`src/rtl/cmpl_ring_pkg.sv`:
```
package cmpl_ring_pkg;
  // Register window: four 32-bit pointers at 0x60..0x6C
  localparam logic [7:0] RING_WIN_HI = 8'h06;   // regAddr[7:4]
  // Index of each pointer, taken from regAddr[3:2]
  localparam int IDX_TOP  = 0;
  localparam int IDX_CONS = 1;
  localparam int IDX_PROD = 2;
  localparam int IDX_BASE = 3;

  typedef struct packed {
    logic advance;   // move producer to its next slot
    logic busy;      // descriptor write in flight
  } ctrlStrobe_t;
endpackage

```
`src/rtl/cmpl_ring_ctrl.sv`:
```
module cmpl_ring_ctrl
  import cmpl_ring_pkg::*;
(
  input  logic        clk,
  input  logic        rstN,
  input  logic        busMasterEn,
  input  logic        cmplValid,
  input  logic        cmplReport,
  input  logic        descWrDone,
  input  logic        ringFull,
  output logic        cmplReady,
  output logic        descWrReq,
  output ctrlStrobe_t ctrlStb
);
  typedef enum logic {ST_IDLE, ST_WRITE} state_t;
  state_t stateQ, stateD;

  always_comb begin
    cmplReady = (stateQ == ST_IDLE) && busMasterEn && !ringFull;
    descWrReq = (stateQ == ST_WRITE);
    ctrlStb.busy    = descWrReq;
    ctrlStb.advance = descWrReq && descWrDone;
    stateD = stateQ;
    case (stateQ)
      ST_IDLE:  if (cmplValid && cmplReady && cmplReport) stateD = ST_WRITE;
      ST_WRITE: if (descWrDone) stateD = ST_IDLE;
      default:  stateD = ST_IDLE;
    endcase
  end

  always_ff @(posedge clk) begin
    if (!rstN) stateQ <= ST_IDLE;
    else       stateQ <= stateD;
  end


  bme_gate_chk: assert property (@(posedge clk) disable iff (!rstN)
    !busMasterEn |-> !cmplReady);

  full_stall_chk: assert property (@(posedge clk) disable iff (!rstN)
    ringFull |-> !cmplReady);

  req_hold_chk: assert property (@(posedge clk) disable iff (!rstN)
    (descWrReq && !descWrDone) |=> descWrReq);

  no_report_chk: assert property (@(posedge clk) disable iff (!rstN)
    (cmplValid && cmplReady && !cmplReport) |=> !descWrReq);
endmodule

```
`src/rtl/cmpl_ring_dp.sv`:
```
module cmpl_ring_dp
  import cmpl_ring_pkg::*;
#(
  parameter int ADDR_W      = 32,
  parameter int ENTRY_SHIFT = 4,
  parameter int REG_OFS_W   = 8
) (
  input  logic                      clk,
  input  logic                      rstN,
  input  logic                      regWrEn,
  input  logic [REG_OFS_W-1:0]      regAddr,
  input  logic [ADDR_W-1:0]         regWrData,
  input  ctrlStrobe_t               ctrlStb,
  output logic [ADDR_W-1:0]         regRdData,
  output logic [ADDR_W-1:0]         descWrAddr,
  output logic                      ringFull,
  output logic                      ringEmpty,
  output logic [ADDR_W-ENTRY_SHIFT-1:0] pendCount
);
  localparam int NUM_PTR = 4;
  localparam logic [ADDR_W-1:0] SLOT_BYTES = ADDR_W'(1) << ENTRY_SHIFT;
  localparam logic [ADDR_W-1:0] ALIGN_MASK = ~(SLOT_BYTES - ADDR_W'(1));
  localparam logic [ADDR_W-1:0] TOP_RESET  = ALIGN_MASK;

  logic [ADDR_W-1:0] ptrQ [NUM_PTR];
  logic [NUM_PTR-1:0] wrSel;
  logic regHit;
  logic [1:0] regIdx;
  logic [ADDR_W-1:0] nextProd, ringSize, ptrDiff;

  assign regHit = (regAddr[REG_OFS_W-1:4] == RING_WIN_HI[REG_OFS_W-5:0])
                  && (regAddr[1:0] == 2'b00);
  assign regIdx = regAddr[3:2];

  genvar gi;
  generate
    for (gi = 0; gi < NUM_PTR; gi++) begin : g_ptr
      assign wrSel[gi] = regWrEn && regHit && (regIdx == 2'(gi));
      always_ff @(posedge clk) begin
        if (!rstN)
          ptrQ[gi] <= (gi == IDX_TOP) ? TOP_RESET : '0;
        else if (wrSel[gi])
          ptrQ[gi] <= regWrData & ALIGN_MASK;
        else if (gi == IDX_PROD && ctrlStb.advance)
          ptrQ[gi] <= nextProd;
      end
    end
  endgenerate

  always_comb begin
    nextProd   = (ptrQ[IDX_PROD] == ptrQ[IDX_TOP]) ? ptrQ[IDX_BASE]
                                                  : ptrQ[IDX_PROD] + SLOT_BYTES;
    ringFull   = (nextProd == ptrQ[IDX_CONS]);
    ringEmpty  = (ptrQ[IDX_PROD] == ptrQ[IDX_CONS]);
    ringSize   = ptrQ[IDX_TOP] - ptrQ[IDX_BASE] + SLOT_BYTES;
    ptrDiff    = ptrQ[IDX_PROD] - ptrQ[IDX_CONS];
    if (ptrQ[IDX_PROD] < ptrQ[IDX_CONS]) ptrDiff = ptrDiff + ringSize;
    pendCount  = ptrDiff[ADDR_W-1:ENTRY_SHIFT];
    descWrAddr = ptrQ[IDX_PROD];
    regRdData  = regHit ? ptrQ[regIdx] : '0;
  end


  align_chk: assert property (@(posedge clk) disable iff (!rstN)
    (ptrQ[IDX_PROD][ENTRY_SHIFT-1:0] == '0) && (ptrQ[IDX_CONS][ENTRY_SHIFT-1:0] == '0));

  cons_hold_chk: assert property (@(posedge clk) disable iff (!rstN)
    !wrSel[IDX_CONS] |=> $stable(ptrQ[IDX_CONS]));

  prod_step_chk: assert property (@(posedge clk) disable iff (!rstN)
    (ctrlStb.advance && !wrSel[IDX_PROD] && (ptrQ[IDX_PROD] != ptrQ[IDX_TOP]))
      |=> (ptrQ[IDX_PROD] == $past(ptrQ[IDX_PROD]) + SLOT_BYTES));

  wrap_chk: assert property (@(posedge clk) disable iff (!rstN)
    (ctrlStb.advance && !wrSel[IDX_PROD] && !wrSel[IDX_BASE] && (ptrQ[IDX_PROD] == ptrQ[IDX_TOP]))
      |=> (ptrQ[IDX_PROD] == ptrQ[IDX_BASE]));

  prod_idle_chk: assert property (@(posedge clk) disable iff (!rstN)
    (!ctrlStb.busy && !wrSel[IDX_PROD]) |=> $stable(ptrQ[IDX_PROD]));
endmodule

```
`src/rtl/cmpl_ring_ptr.sv`:
```
module cmpl_ring_ptr
  import cmpl_ring_pkg::*;
#(
  parameter int ADDR_W      = 32,
  parameter int ENTRY_SHIFT = 4,
  parameter int REG_OFS_W   = 8
) (
  input  logic                          clk,
  input  logic                          rstN,
  input  logic                          busMasterEn,
  input  logic                          regWrEn,
  input  logic [REG_OFS_W-1:0]          regAddr,
  input  logic [ADDR_W-1:0]             regWrData,
  output logic [ADDR_W-1:0]             regRdData,
  input  logic                          cmplValid,
  input  logic                          cmplReport,
  output logic                          cmplReady,
  output logic                          descWrReq,
  output logic [ADDR_W-1:0]             descWrAddr,
  input  logic                          descWrDone,
  output logic                          ringFull,
  output logic                          ringEmpty,
  output logic [ADDR_W-ENTRY_SHIFT-1:0] pendCount
);
  ctrlStrobe_t ctrlStb;

  cmpl_ring_ctrl u_ctrl (
    .clk(clk), .rstN(rstN), .busMasterEn(busMasterEn),
    .cmplValid(cmplValid), .cmplReport(cmplReport), .descWrDone(descWrDone),
    .ringFull(ringFull), .cmplReady(cmplReady), .descWrReq(descWrReq),
    .ctrlStb(ctrlStb)
  );

  cmpl_ring_dp #(.ADDR_W(ADDR_W), .ENTRY_SHIFT(ENTRY_SHIFT), .REG_OFS_W(REG_OFS_W)) u_dp (
    .clk(clk), .rstN(rstN), .regWrEn(regWrEn), .regAddr(regAddr),
    .regWrData(regWrData), .ctrlStb(ctrlStb), .regRdData(regRdData),
    .descWrAddr(descWrAddr), .ringFull(ringFull), .ringEmpty(ringEmpty),
    .pendCount(pendCount)
  );
endmodule

```
`config.mk`:
```
export PLATFORM = sky130hd
export DESIGN_NAME = cmpl_ring_ptr
export DESIGN_NICKNAME = d
export VERILOG_FILES = /design/src/rtl/cmpl_ring_pkg.sv /design/src/rtl/cmpl_ring_ctrl.sv /design/src/rtl/cmpl_ring_dp.sv /design/src/rtl/cmpl_ring_ptr.sv
export SDC_FILE = /design/constraint.sdc
export NUM_CORES = 1
export LEC_CHECK = 0
export ABC_CLOCK_PERIOD_IN_PS = 10600
export CAP_MARGIN = 20
export CORE_MARGIN = 1
export CORE_UTILIZATION = 33
export CTS_CLUSTER_DIAMETER = 60
export DETAILED_ROUTE_END_ITERATION = 8
export DONT_BUFFER_PORTS = 1
export PLACE_DENSITY = 0.59
export SYNTH_ARGS = -nofsm -noshare
export SYNTH_HDL_FRONTEND = slang
export SYNTH_SLANG_ARGS = --single-unit
```
`constraint.sdc`:
```
create_clock -name clk -period 10.6 [get_ports clk]
set_input_delay 1.59 -clock clk [delete_from_list [all_inputs] [get_ports clk]]
set_output_delay 1.59 -clock clk [all_outputs]
set_load 0.1 [all_outputs]
```
## After elaboration in Yosys (flattened, before gate mapping)

Memories as Yosys holds them, arrays and structs flattened.
Cells that the tools add are included.

| word-level totals | value |
|---|---|
| ROM bits | 0 |
| input bits | 47 |
| bits in registers | 1 |
| memories | 1 |
| bits in latches | 0 |
| RAM bits | 128 |
| word-level logic and storage cells | 63 |
| output and inout port bits | 96 |

Memories:

| memory | depth | bits a word | rd ports | clocked after memory_dff | write ports | RTL line | source |
|---|---|---|---|---|---|---|---|
| u_dp.ptrQ | 4 | 32 | 5 | 0 | 4 | cmpl_ring_dp.sv:25 | `logic [ADDR_W-1:0] ptrQ [NUM_PTR];` |

| cells by class | value |
|---|---|
| add/sub/neg operators | 5 |
| shift-type cells | 0 |
| muxes and demuxes | 28 |
| div/mod/pow operators | 0 |
| bitwise gates (word level) | 6 |
| equal/unequal tests | 7 |
| order comparisons | 1 |
| reductions and logical operators | 14 |
| multiply operators | 0 |

Operators by type and width:

| operator | number |
|---|---|
| two-way mux 32 bit | 8 |
| equality test 32 bit | 3 |
| adder 32 x 5 -> 32 bit, second input constant | 2 |
| subtractor 32 bit | 2 |
| adder 32 bit | 1 |
| < comparator 32 bit | 1 |
| two-way mux 1 bit | 19 |
| logical AND 1 bit | 11 |
| OR 1 bit | 5 |
| equality test 2 bit, second input constant | 2 |
| equality test 4 x 3 -> 1 bit, second input constant | 1 |
| logical NOT 2 bit | 2 |
| equality test 2 x 1 -> 1 bit, second input constant | 1 |
| case mux 1 bit (2 select lines) | 1 |
| logical NOT 1 bit | 1 |
| inverter 1 bit | 1 |

## Logic depth before layout (Yosys ltp)

Gate-level depths: netlist of the first run.

| depth | value |
|---|---|
| depth after elaboration | 9 |
| depth in mapped cells | 24 |
| depth with buffers taken out | 24 |

## Modules after synthesis

Synthesis of the first run repeated with hierarchy kept, for this count alone.

| unflattened totals | value |
|---|---|
| cell total of the unflattened synthesis | 1,275 |
| area, all modules | 11,797.6 sq um |

By module, submodules not included:

| module | times used | sequential area each (sq um) | area each (sq um) | cells an instance |
|---|---|---|---|---|
| cmpl_ring_dp | 1 | 3,483.3 | 11,730.0 | 1,269 |
| cmpl_ring_ctrl | 1 | 20.0 | 67.6 | 6 |

## Worst setup path before layout of the first run

Ideal clock, no wire load.

| path | value |
|---|---|
| path kind | register to output |
| from | memory u_dp.ptrQ[2][4] |
| to | output port pendCount[19] |
| required time | 9,010 ps |
| cell stages (with the launch flop) | 24 |
| buffers on the path | 0 |
| data arrival time | 7,233 ps |
| path slack | 1,777 ps |
| cell sequence | edfxtp_1 > inv_1 > ha_1 > inv_1 > fa_1 > a21oi_1 > o211a_1 > o21bai_1 > nand4_1 > nand2_1 > xnor2_1 > fa_1 > inv_1 > ha_1 > ha_1 > and3_1 > a31oi_1 > o21ai_0 > a31oi_1 > o22ai_1 > o31a_1 > o21ai_0 > a21oi_1 > o31ai_1 |

RTL lines:

| element | RTL line | source |
|---|---|---|
| start, declared | cmpl_ring_dp.sv:25 |  |
| end, declared | cmpl_ring_ptr.sv:23 | `output logic [ADDR_W-ENTRY_SHIFT-1:0] pendCount` |

==> summary.md, run 1 <==
| Metric | Value |
|---|---|
| Cell variety after synth | 86 |
| CP max stage delay | between 0.5 and 0.6 ns |
| Post-Synth XOR/XNOR Area | 0.0936 |
| Dpl cell area | 13300 sq um |
| Antenna Cells | 0 |
| Initial Util | 0.336 |
| Highest clock rate | 108 MHz |
| Row count | 69 |
| Die Y | 193 um |
| Post-synthesis simple-gate area fraction | 0.199 |
| Via Count | 10260 |
| RSZ-0062 raised after global routing | false |
| Slowest CP cell | a21oi_1 |
| Hold slack | 0.739 ns |
| Worst VDD drop | 0.114 mV |
| Post-synth EDFFs | 116 |
| Postcts setup bufs | 0 |
| Status | complete, but fails checks |
| Sequential share of the synthesized area | 0.292 |
| Slew Limit Headroom | 0.207 |
| Via/cell ratio | 5.80 |
| Ports | between 100 and 150 |
| Crit path capture type | output pin |
| CTS tree | done |
| WP buf/inv | 4 |
| Most frequent cells in the layout | inv_1, edfxtp_1, ha_1, nand2_1, and2_1 |
| Max clock buf depth | 2 |
| Routability cong. | 0.930 |
| Register Area | 3500 sq um |
| Post-synthesis mux area share | 0.0765 |
| Pin count of the biggest net entering global routing | 54 |
| Slew @ Worst Pin | 1.19 ns |
| Most common cell after layout, fill and taps aside | inv_1 |
| Final Max Slew Viols | 0 |
| Synthesized instance count | 1268 |
| Setup WS post-layout | ~1.3 ns |
| Crit path time final | 9.27 ns |
| DP HPWL | 32400 um |
| Synthesis-to-layout area growth | 15.9% |
| Tot GR Track Use | 0.233 |
| Worst Skew | between 0.01 and 0.015 ns |
| H-tree depth | 4 |
| Layout cells sized above 1 | 0.174 |
| Final worst-path cycle share | 0.875 |
| Post-route antenna net violation count | 0 |
| Vias in the first global route | 10067 |
| Worst Path Required | 9.01 ns |
| Worst Setup Start Kind | flop |
| Main combinational cell family by area after synthesis | simple AND/OR/NAND/NOR gates |
| Final Instance Area | approximately 14000 sq um |
| Crit Path Max Fanout | 4 |
| Core area | 35700 sq um |
| Fin. Hold Viols | 0 |
| Post-CTS sizing | 0 |
| Area of the multi-input gates | roughly 8000 sq um |
| Post-Synth Adder-Cell Area | 0.136 |
| Starting DRC count in detailed routing | 809 |
| Area fraction in compound gates after synthesis | 0.144 |
| Wire length per cell | 24.1 um |
| DRT Pass-1 Iters | 8 |
| First-pass GRT wire length | 63200 um |
| # nets final | around 1500 |
| Violated checks | DRC |
| Remaining DRCs | 20 |
| Die Area | approximately 37000 sq um |
| Syn_nets | 1429 |
| DP Worst Slack | about 2.0 ns |
| Die X | 193 um |
| Synth Cell Area | 12000 sq um |
| Post-synth top flop | edfxtp_1 |
| # hold bufs at CTS | 0 |
| HP Class | flop to flop |
| WS Path Type | flop to output pin |
| Pwr Density | 228 nW/um^2 |
| Final wirelength | approximately 43000 um |
| Leakage | 5.56 nW |
| Max-Cap Viols | 0 |
| Delay-heaviest family, CP | compound AO/OA/AOI/OAI gates |
| Clock sinks | 117 |
| Antenna violations before repair | 0 |
| Port Buffer Count | 0 |
| FF+latch count, synth | 117 |
| Average cell area after synthesis | 9.46 sq um |
| Yosys warns | 0 |
| WP data arrival | 7.68 ns |
| Clock Latency Late Sink | between 0.4 and 0.5 ns |
| Clock transition at path regs | around 0.060 ns |
| GRT overflow | 0 |
| Fillers | 3529 |
| Final setup viols | 0 |
| Asr flop ratio synth | 0 |
| Number of CTS-inserted buffers | 17 |
| Root Driver | clkbuf_16 |
| Final setup TNS | 0 ns |
-- state kept, by name, indices dropped and copies added, names as in the netlist --
| signal | flops |
|---|---|
| u_ctrl.descWrReq | 1 |
| u_dp.ptrQ | 116 |
-- power breakdown --
part / switching (mW) / internal [mW]
clock network: 0.237 / 0.319
logic: 1.43 / 0.619
registers: 0.0341 / 0.532
-- synth_stat cells, drive strengths merged, types with 34 or more instances --
cell    count  area, sq um
a21oi      70          350
and2       74          463
clkbuf     34          148
edfxtp    116         3480
ha         86         1080
inv       124          465
nand2      80          303
nor2       41          164
nor2b      43          269
nor3       34          170
o21ai      39          195
or2        34          213
xnor2      50          438
xor2       68          596
-- cell type report --
| type | instances | share of cell area |
|---|---|---|
| multi-input cells | 979 | 0.585 |
| flip-flops and latches | 117 | 0.252 |
| repair buffers | 56 | 0.0493 |
| well taps | 461 | 0.0415 |
| inverters | 124 | 0.0335 |
| clock buffers | 18 | 0.0309 |
| clock inverters | 13 | 0.00801 |
-- path summary, 6_finish.rpt --
kind                       to       startpoint  cells past startpoint  slack (ns)
min           u_dp.ptrQ[2][6]  u_dp.ptrQ[3][6]                      2        0.74
max reg2reg  u_ctrl.descWrReq  u_dp.ptrQ[2][3]                     12        5.14
max             pendCount[27]  u_dp.ptrQ[2][4]                     25        1.33
min reg2reg   u_dp.ptrQ[2][6]  u_dp.ptrQ[3][6]                      2        0.74
-- layer usage --
| metal | up-vias | GRT usage | wire length [um] |
|---|---|---|---|
| met5 | - | 0 | 0 |
| met4 | 0 | 0.0542 | 665 |
| met3 | 50 | 0.0698 | 4250 |
| met2 | 455 | 0.364 | 19200 |
| met1 | 5101 | 0.313 | 18600 |
| li1 | 4654 | - | - |
-- worst reg2reg max path, delay by kind of cell (launching register included) --
family          cells  cell delay (ns)
simple gates        6             2.53
flops               1             0.80
compound gates      1             0.11
mux                 1             0.55
xor+xnor            1             0.24
buf+inv             2             0.77
fa+ha+maj           1             0.31
-- stage by stage --
step                      total power [mW]   util  cells
final                                 3.17  0.390   1768
after global routing                  3.31  0.390   1768
after CTS                             3.17  0.389   1767
after detailed placement              2.62  0.374   1736
after global placement                2.57  0.372   1733
after floorplan                       2.05      -   1268
-- logic make-up (layout without fill, tap and decap cells) --
kind of cell             Yosys count  in the layout
AND/OR/NAND/NOR                  428            428
AO/OA/AOI/OAI                    259            259
buffers and inverters            172            211
XOR/XNOR                         122            122
flip-flops                       117            117
adder cells (fa/ha/maj)          114            114
multiplexers                      56             56
(Power assumes the default switching activity.)
==> run 2: changes to the inputs <==
--- a/config.mk
+++ b/config.mk
@@ -12,7 +12,6 @@
 export CTS_CLUSTER_DIAMETER = 60
 export DETAILED_ROUTE_END_ITERATION = 8
 export DONT_BUFFER_PORTS = 1
-export PLACE_DENSITY = 0.59
 export SYNTH_ARGS = -nofsm -noshare
 export SYNTH_HDL_FRONTEND = slang
 export SYNTH_SLANG_ARGS = --single-unit
==> constraint.sdc (replaced) <==
create_clock -name clk -period 10.6 [get_ports clk]
set_input_delay 1.06 -clock clk [delete_from_list [all_inputs] [get_ports clk]]
set_output_delay 1.06 -clock clk [all_outputs]
set_load 0.1 [all_outputs]
==> summary.md, run 2 (synthesized netlist as in run 1, its figures left out) <==
| Metric | Value |
|---|---|
| Hold path startpoint | u_dp.ptrQ[3][6] |
| Violated checks | DRC |
| Row count | 69 |
| Final worst-path cycle share | 0.825 |
| Final core occ | 0.389 |
| Number of CTS-inserted buffers | 17 |
| Tot GR Track Use | 0.234 |
| Most frequent cells in the layout | inv_1, edfxtp_1, ha_1, nand2_1, and2_1 |
| Layout cells sized above 1 | 0.174 |
| Crit path capture type | output pin |
| Pin count of the biggest net entering global routing | 38 |
| Worst Skew | 0.0121 ns |
| First-pass GRT wire length | approximately 64000 um |
| Core area | between 30000 and 40000 sq um |
| Max reg flops | between 100 and 150 |
| Die Area | around 37000 sq um |
| Top sig layer | met4 |
| Clock Latency Late Sink | 0.43 ns |
| Die Y | 193 um |
| Max clock buf depth | 2 |
| Worst reg2reg path startpoint | u_dp.ptrQ[2][3] |
| Metal3 WL | 4190 um |
| Post-CTS sizing | 0 |
| Slew Limit Headroom | 0.247 |
| Die X | 193 um |
| Crit path time final | 8.75 ns |
| Postcts setup bufs | 0 |
| Highest clock rate | 114 MHz |
| Worst Path Required | around 9.5 ns |
| Final Instance Area | 13900 sq um |
| Hold depth | 2 |
| Wire length per cell | 23.9 um |
| Hold path endpoint | u_dp.ptrQ[2][6] |
| Slowest CP cell | a21oi_1 |
| Starting DRC count in detailed routing | 857 |
| Slew @ Worst Pin | 1.13 ns |
| Pwr Density | 227 nW/um^2 |
| Most common cell after layout, fill and taps aside | inv_1 |
| Antenna Cells | 0 |
| Worst Setup Start Kind | flop |
| Clock transition at path regs | 0.06 ns |
| Slack of the worst reg-to-reg path | 5.29 ns |
| Worst reg2reg endpoint | u_ctrl.descWrReq |
| Status | complete, but fails checks |
| Via/cell ratio | 5.76 |
| Ports | approximately 140 |
| Remaining DRCs | 18 |
| Dpl cell area | 13300 sq um |
| Initial Util | 0.336 |
| Final wirelength | 42200 um |
| Port Buffer Count | 0 |
| Routability cong. | ~0.94 |
| Vias in the first global route | 10303 |
| # nets final | approximately 1500 |
| WS Path Type | flop to output pin |
| Max-Cap Viols | 0 |
| WL met1 | 18000 um |
| Final Max Slew Viols | 0 |
| Root Driver | clkbuf_16 |
| Antenna violations before repair | 0 |
| Wire length on met2 | 18900 um |
| # hold bufs at CTS | 0 |
| Clock sinks | 117 |
| WP data arrival | 7.69 ns |
| Leakage | 5.55 nW |
| Via Count | a little over 10000 |
| CTS tree | done |
| Synthesis-to-layout area growth | 15.7% |
| Register Area | 3500 sq um |
| Fin. Hold Viols | 0 |
| Final setup viols | 0 |
| HP Class | flop to flop |
| H-tree depth | 4 |
| Post-route antenna net violation count | 0 |
| GRT overflow | 0 |
| DRT Pass-1 Iters | 7 |
| Worst-case reg-to-reg path depth | 13 |
| Final setup TNS | 0 ns |
| Crit Path Max Fanout | 4 |
| RSZ-0062 raised after global routing | false |
| Area of the multi-input gates | roughly 8200 sq um |
| DP HPWL | 32500 um |
| Worst VDD drop | 0.134 mV |
| Post-route total power | 3.15 mW |
| Fillers | about 3500 |
| CP max stage delay | 0.50 ns |
| Top reg by flops | u_dp.ptrQ |
==> run 2: layout make-up <==
class                      count  share of cell area
clock buffer                  18              0.0309
clock inverter                14             0.00982
inverter                     124              0.0335
multi-input combinational    979               0.587
sequential                   117               0.252
tap                          461              0.0416
timing repair buffer          55              0.0446
==> run 2: through the flow <==
step	hold WS, ns	cells	setup slack, ns
floorplan	0.670	1268	2.31
global placement	0.751	1731	2.48
detailed placement	0.767	1734	2.45
CTS	0.774	1766	1.94
global route	0.789	1768	1.47
finish	0.771	1768	1.85
==> run 2: worst max-delay path, delay by kind of cell, from the launching register on <==
kind                     cells  cell delay (ns)
AND/OR/NAND/NOR              3             0.70
AO/OA/AOI/OAI               10             3.15
buffers and inverters        4             0.56
multiplexers                 1             0.11
flip-flops                   1             0.38
XOR/XNOR                     2             0.61
adder cells (fa/ha/maj)      5             1.71
==> run 2: worst max-delay path by stage <==
stage,end,cells past startpoint,start
2_1_floorplan,pendCount[19],23,u_dp.ptrQ[2][4]
3_3_place_gp,pendCount[27],25,u_dp.ptrQ[2][4]
3_5_place_dp,pendCount[27],25,u_dp.ptrQ[2][4]
4_1_cts,pendCount[27],25,u_dp.ptrQ[2][4]
5_1_grt,pendCount[27],25,u_dp.ptrQ[2][4]
6_report,pendCount[27],25,u_dp.ptrQ[2][4]
==> run 2: where the power goes <==
group | switching [mW] | internal (mW)
combinational | 1.43 | 0.582
sequential | 0.0348 | 0.532
clock | 0.230 | 0.343
total | 1.69 | 1.46
==> run 2: layer usage <==
layer	vias to the layer above	GRT usage
li1	4637	-
met1	5040	0.312
met2	437	0.362
met3	78	0.0687
met4	0	0.0736
met5	-	0
==> run 3: changes to the inputs <==
--- a/config.mk
+++ b/config.mk
@@ -5,7 +5,7 @@
 export SDC_FILE = /design/constraint.sdc
 export NUM_CORES = 1
 export LEC_CHECK = 0
-export ABC_CLOCK_PERIOD_IN_PS = 10600
+export ABC_CLOCK_PERIOD_IN_PS = 8390
 export CAP_MARGIN = 20
 export CORE_MARGIN = 1
 export CORE_UTILIZATION = 33
==> constraint.sdc (replaced) <==
create_clock -name clk -period 8.39 [get_ports clk]
set_input_delay 0.839 -clock clk [delete_from_list [all_inputs] [get_ports clk]]
set_output_delay 0.839 -clock clk [all_outputs]
set_load 0.1 [all_outputs]
==> summary.md, run 3 (synthesized netlist as in run 1, its figures left out) <==
| Metric | Value |
|---|---|
| Die Area | 37100 sq um |
| WP data arrival | 7.21 ns |
| Hold path endpoint | u_ctrl.descWrReq |
| Remaining DRCs | 18 |
| Port Buffer Count | 0 |
| Final Max Slew Viols | 0 |
| DRT Pass-1 Iters | 9 |
| Dpl cell area | 13400 sq um |
| DP Worst Slack | 0.765 ns |
| RSZ-0062 raised after global routing | false |
| Final core occ | 0.393 |
| Crit Path Max Fanout | 4 |
| Tot GR Track Use | 0.236 |
| Core area | 35700 sq um |
| GRT overflow | 0 |
| Post-route antenna net violation count | 0 |
| Slowest CP cell | fa_1 |
| Die Y | 193 um |
| Slew @ Worst Pin | 1.14 ns |
| H-tree depth | 4 |
| Worst Skew | 0.0118 ns |
| Top reg by flops | u_dp.ptrQ |
| Ports | about 140 |
| Starting DRC count in detailed routing | 986 |
| # hold bufs at CTS | 0 |
| Number of CTS-inserted buffers | 17 |
| Antenna Cells | 0 |
| Post-route total power | between 4 and 5 mW |
| Violated checks | DRC |
| Hold slack | 0.571 ns |
| Final worst-path cycle share | 0.960 |
| Die X | a little under 200 um |
| Slack of the worst reg-to-reg path | 3.20 ns |
| Row count | 69 |
| Via/cell ratio | 5.76 |
| Final Instance Area | 14000 sq um |
| WP buf/inv | 4 |
| Status | complete, but fails checks |
| Worst VDD drop | around 0.17 mV |
| Worst reg2reg path startpoint | u_dp.ptrQ[2][3] |
| Delay-heaviest family, CP | compound AO/OA/AOI/OAI gates |
| Worst Setup Start Kind | flop |
| Fin. Hold Viols | 0 |
| Clock transition at path regs | 0.06 ns |
| First-pass GRT wire length | 64300 um |
| # nets final | 1464 |
| Max-Cap Viols | 0 |
| CP max stage delay | ~0.48 ns |
| Antenna violations before repair | 0 |
| CP Launch Point | u_dp.ptrQ[2][4] |
| Most frequent cells in the layout | inv_1, edfxtp_1, ha_1, nand2_1, and2_1 |
| Crit path capture type | output pin |
| Setup WS post-layout | 0.338 ns |
| Max clock buf depth | 2 |
| Pwr Density | 291 nW/um^2 |
| Via Count | 10234 |
| Max reg flops | ~120 |
| CTS tree | done |
| Placed cell count | 1742 |
| Clock sinks | 117 |
| Worst-case reg-to-reg path depth | 13 |
| Hold path startpoint | rstN |
| Routability cong. | 0.940 |
| Highest clock rate | 124 MHz |
| Most common cell after layout, fill and taps aside | inv_1 |
| Worst Path Required | 7.55 ns |
| Layout cells sized above 1 | 0.179 |
| Initial Util | 0.336 |
| Finished Layout Cells | 1777 |
| Root Driver | clkbuf_16 |
| Wire length per cell | between 20 and 25 um |
| Slew Limit Headroom | 0.236 |
| Final setup TNS | 0 ns |
| Hold depth | 2 |
| Leakage | ~5.6 nW |
| Clock Latency Late Sink | 0.44 ns |
| Final wirelength | ~43000 um |
| Vias in the first global route | about 10000 |
| Fillers | 3479 |
| HP Class | input pin to flop |
| Final setup viols | 0 |
| Crit path time final | roughly 8.1 ns |
| Synthesis-to-layout area growth | 16.9% |
| DP HPWL | 32800 um |
| Worst reg2reg endpoint | u_ctrl.descWrReq |
| WS Path Type | flop to output pin |
| Pin count of the biggest net entering global routing | 38 |
## run 3: cell types whose count changed in the layout (fill, tap and decap cells not counted), sizes merged
| cell | previous run | this run |
|---|---|---|
| inv | 125 | 129 |
| buf | 53 | 62 |
| clkbuf | 20 | 19 |
| bufinv | 2 | 3 |
| clkinv | 8 | 4 |
## run 3: layer usage
metal  wire length (um)  up-vias  GRT usage
li1                   -     4670          -
met1              18600     5055      0.318
met3               3880       58     0.0580
met4                925        0     0.0666
met5                  0        -          0
met2              19500      451      0.373
## run 3: worst register-to-register path: stages, from the launching register on
cell,delay (ns)
edfxtp_1,0.80
inv_1,0.40
ha_1,0.29
or3b_1,0.51
nor4_2,0.21
and4_1,0.50
nand2_2,0.46
buf_4,0.39
nor2_1,0.16
o32a_1,0.19
nand4_1,0.24
nor4_4,0.40
buf_4,0.37
o41ai_2,0.11
## run 3: worst max path at each step
stage,endpoint,cells past startpoint
3_5_place_dp,pendCount[27],25
4_1_cts,pendCount[27],25
2_1_floorplan,pendCount[19],23
3_3_place_gp,pendCount[27],25
5_1_grt,pendCount[27],25
6_report,pendCount[27],25
## run 3: power by group
group          switching (mW)  internal [mW]  leakage (nW)
sequential             0.0431          0.672          1.15
combinational            1.82          0.777          4.18
clock                   0.306          0.469         0.284
total                    2.17           1.92          5.62
## run 3: area by class of cell
type | count | area, sq um | share of cell area
clock inverters | 15 | 176 | 0.0126
clock buffers | 17 | 425 | 0.0303
flip-flops and latches | 117 | 3500 | 0.250
repair buffers | 64 | 719 | 0.0513
inverters | 124 | 465 | 0.0332
well taps | 461 | 577 | 0.0411
multi-input cells | 979 | 8160 | 0.582
## run 3: timing repair
item                                    4_1_cts  5_1_grt
gates resized for setup                       0        1
buffers inserted                              0        0
endpoints found under the setup margin        0        1
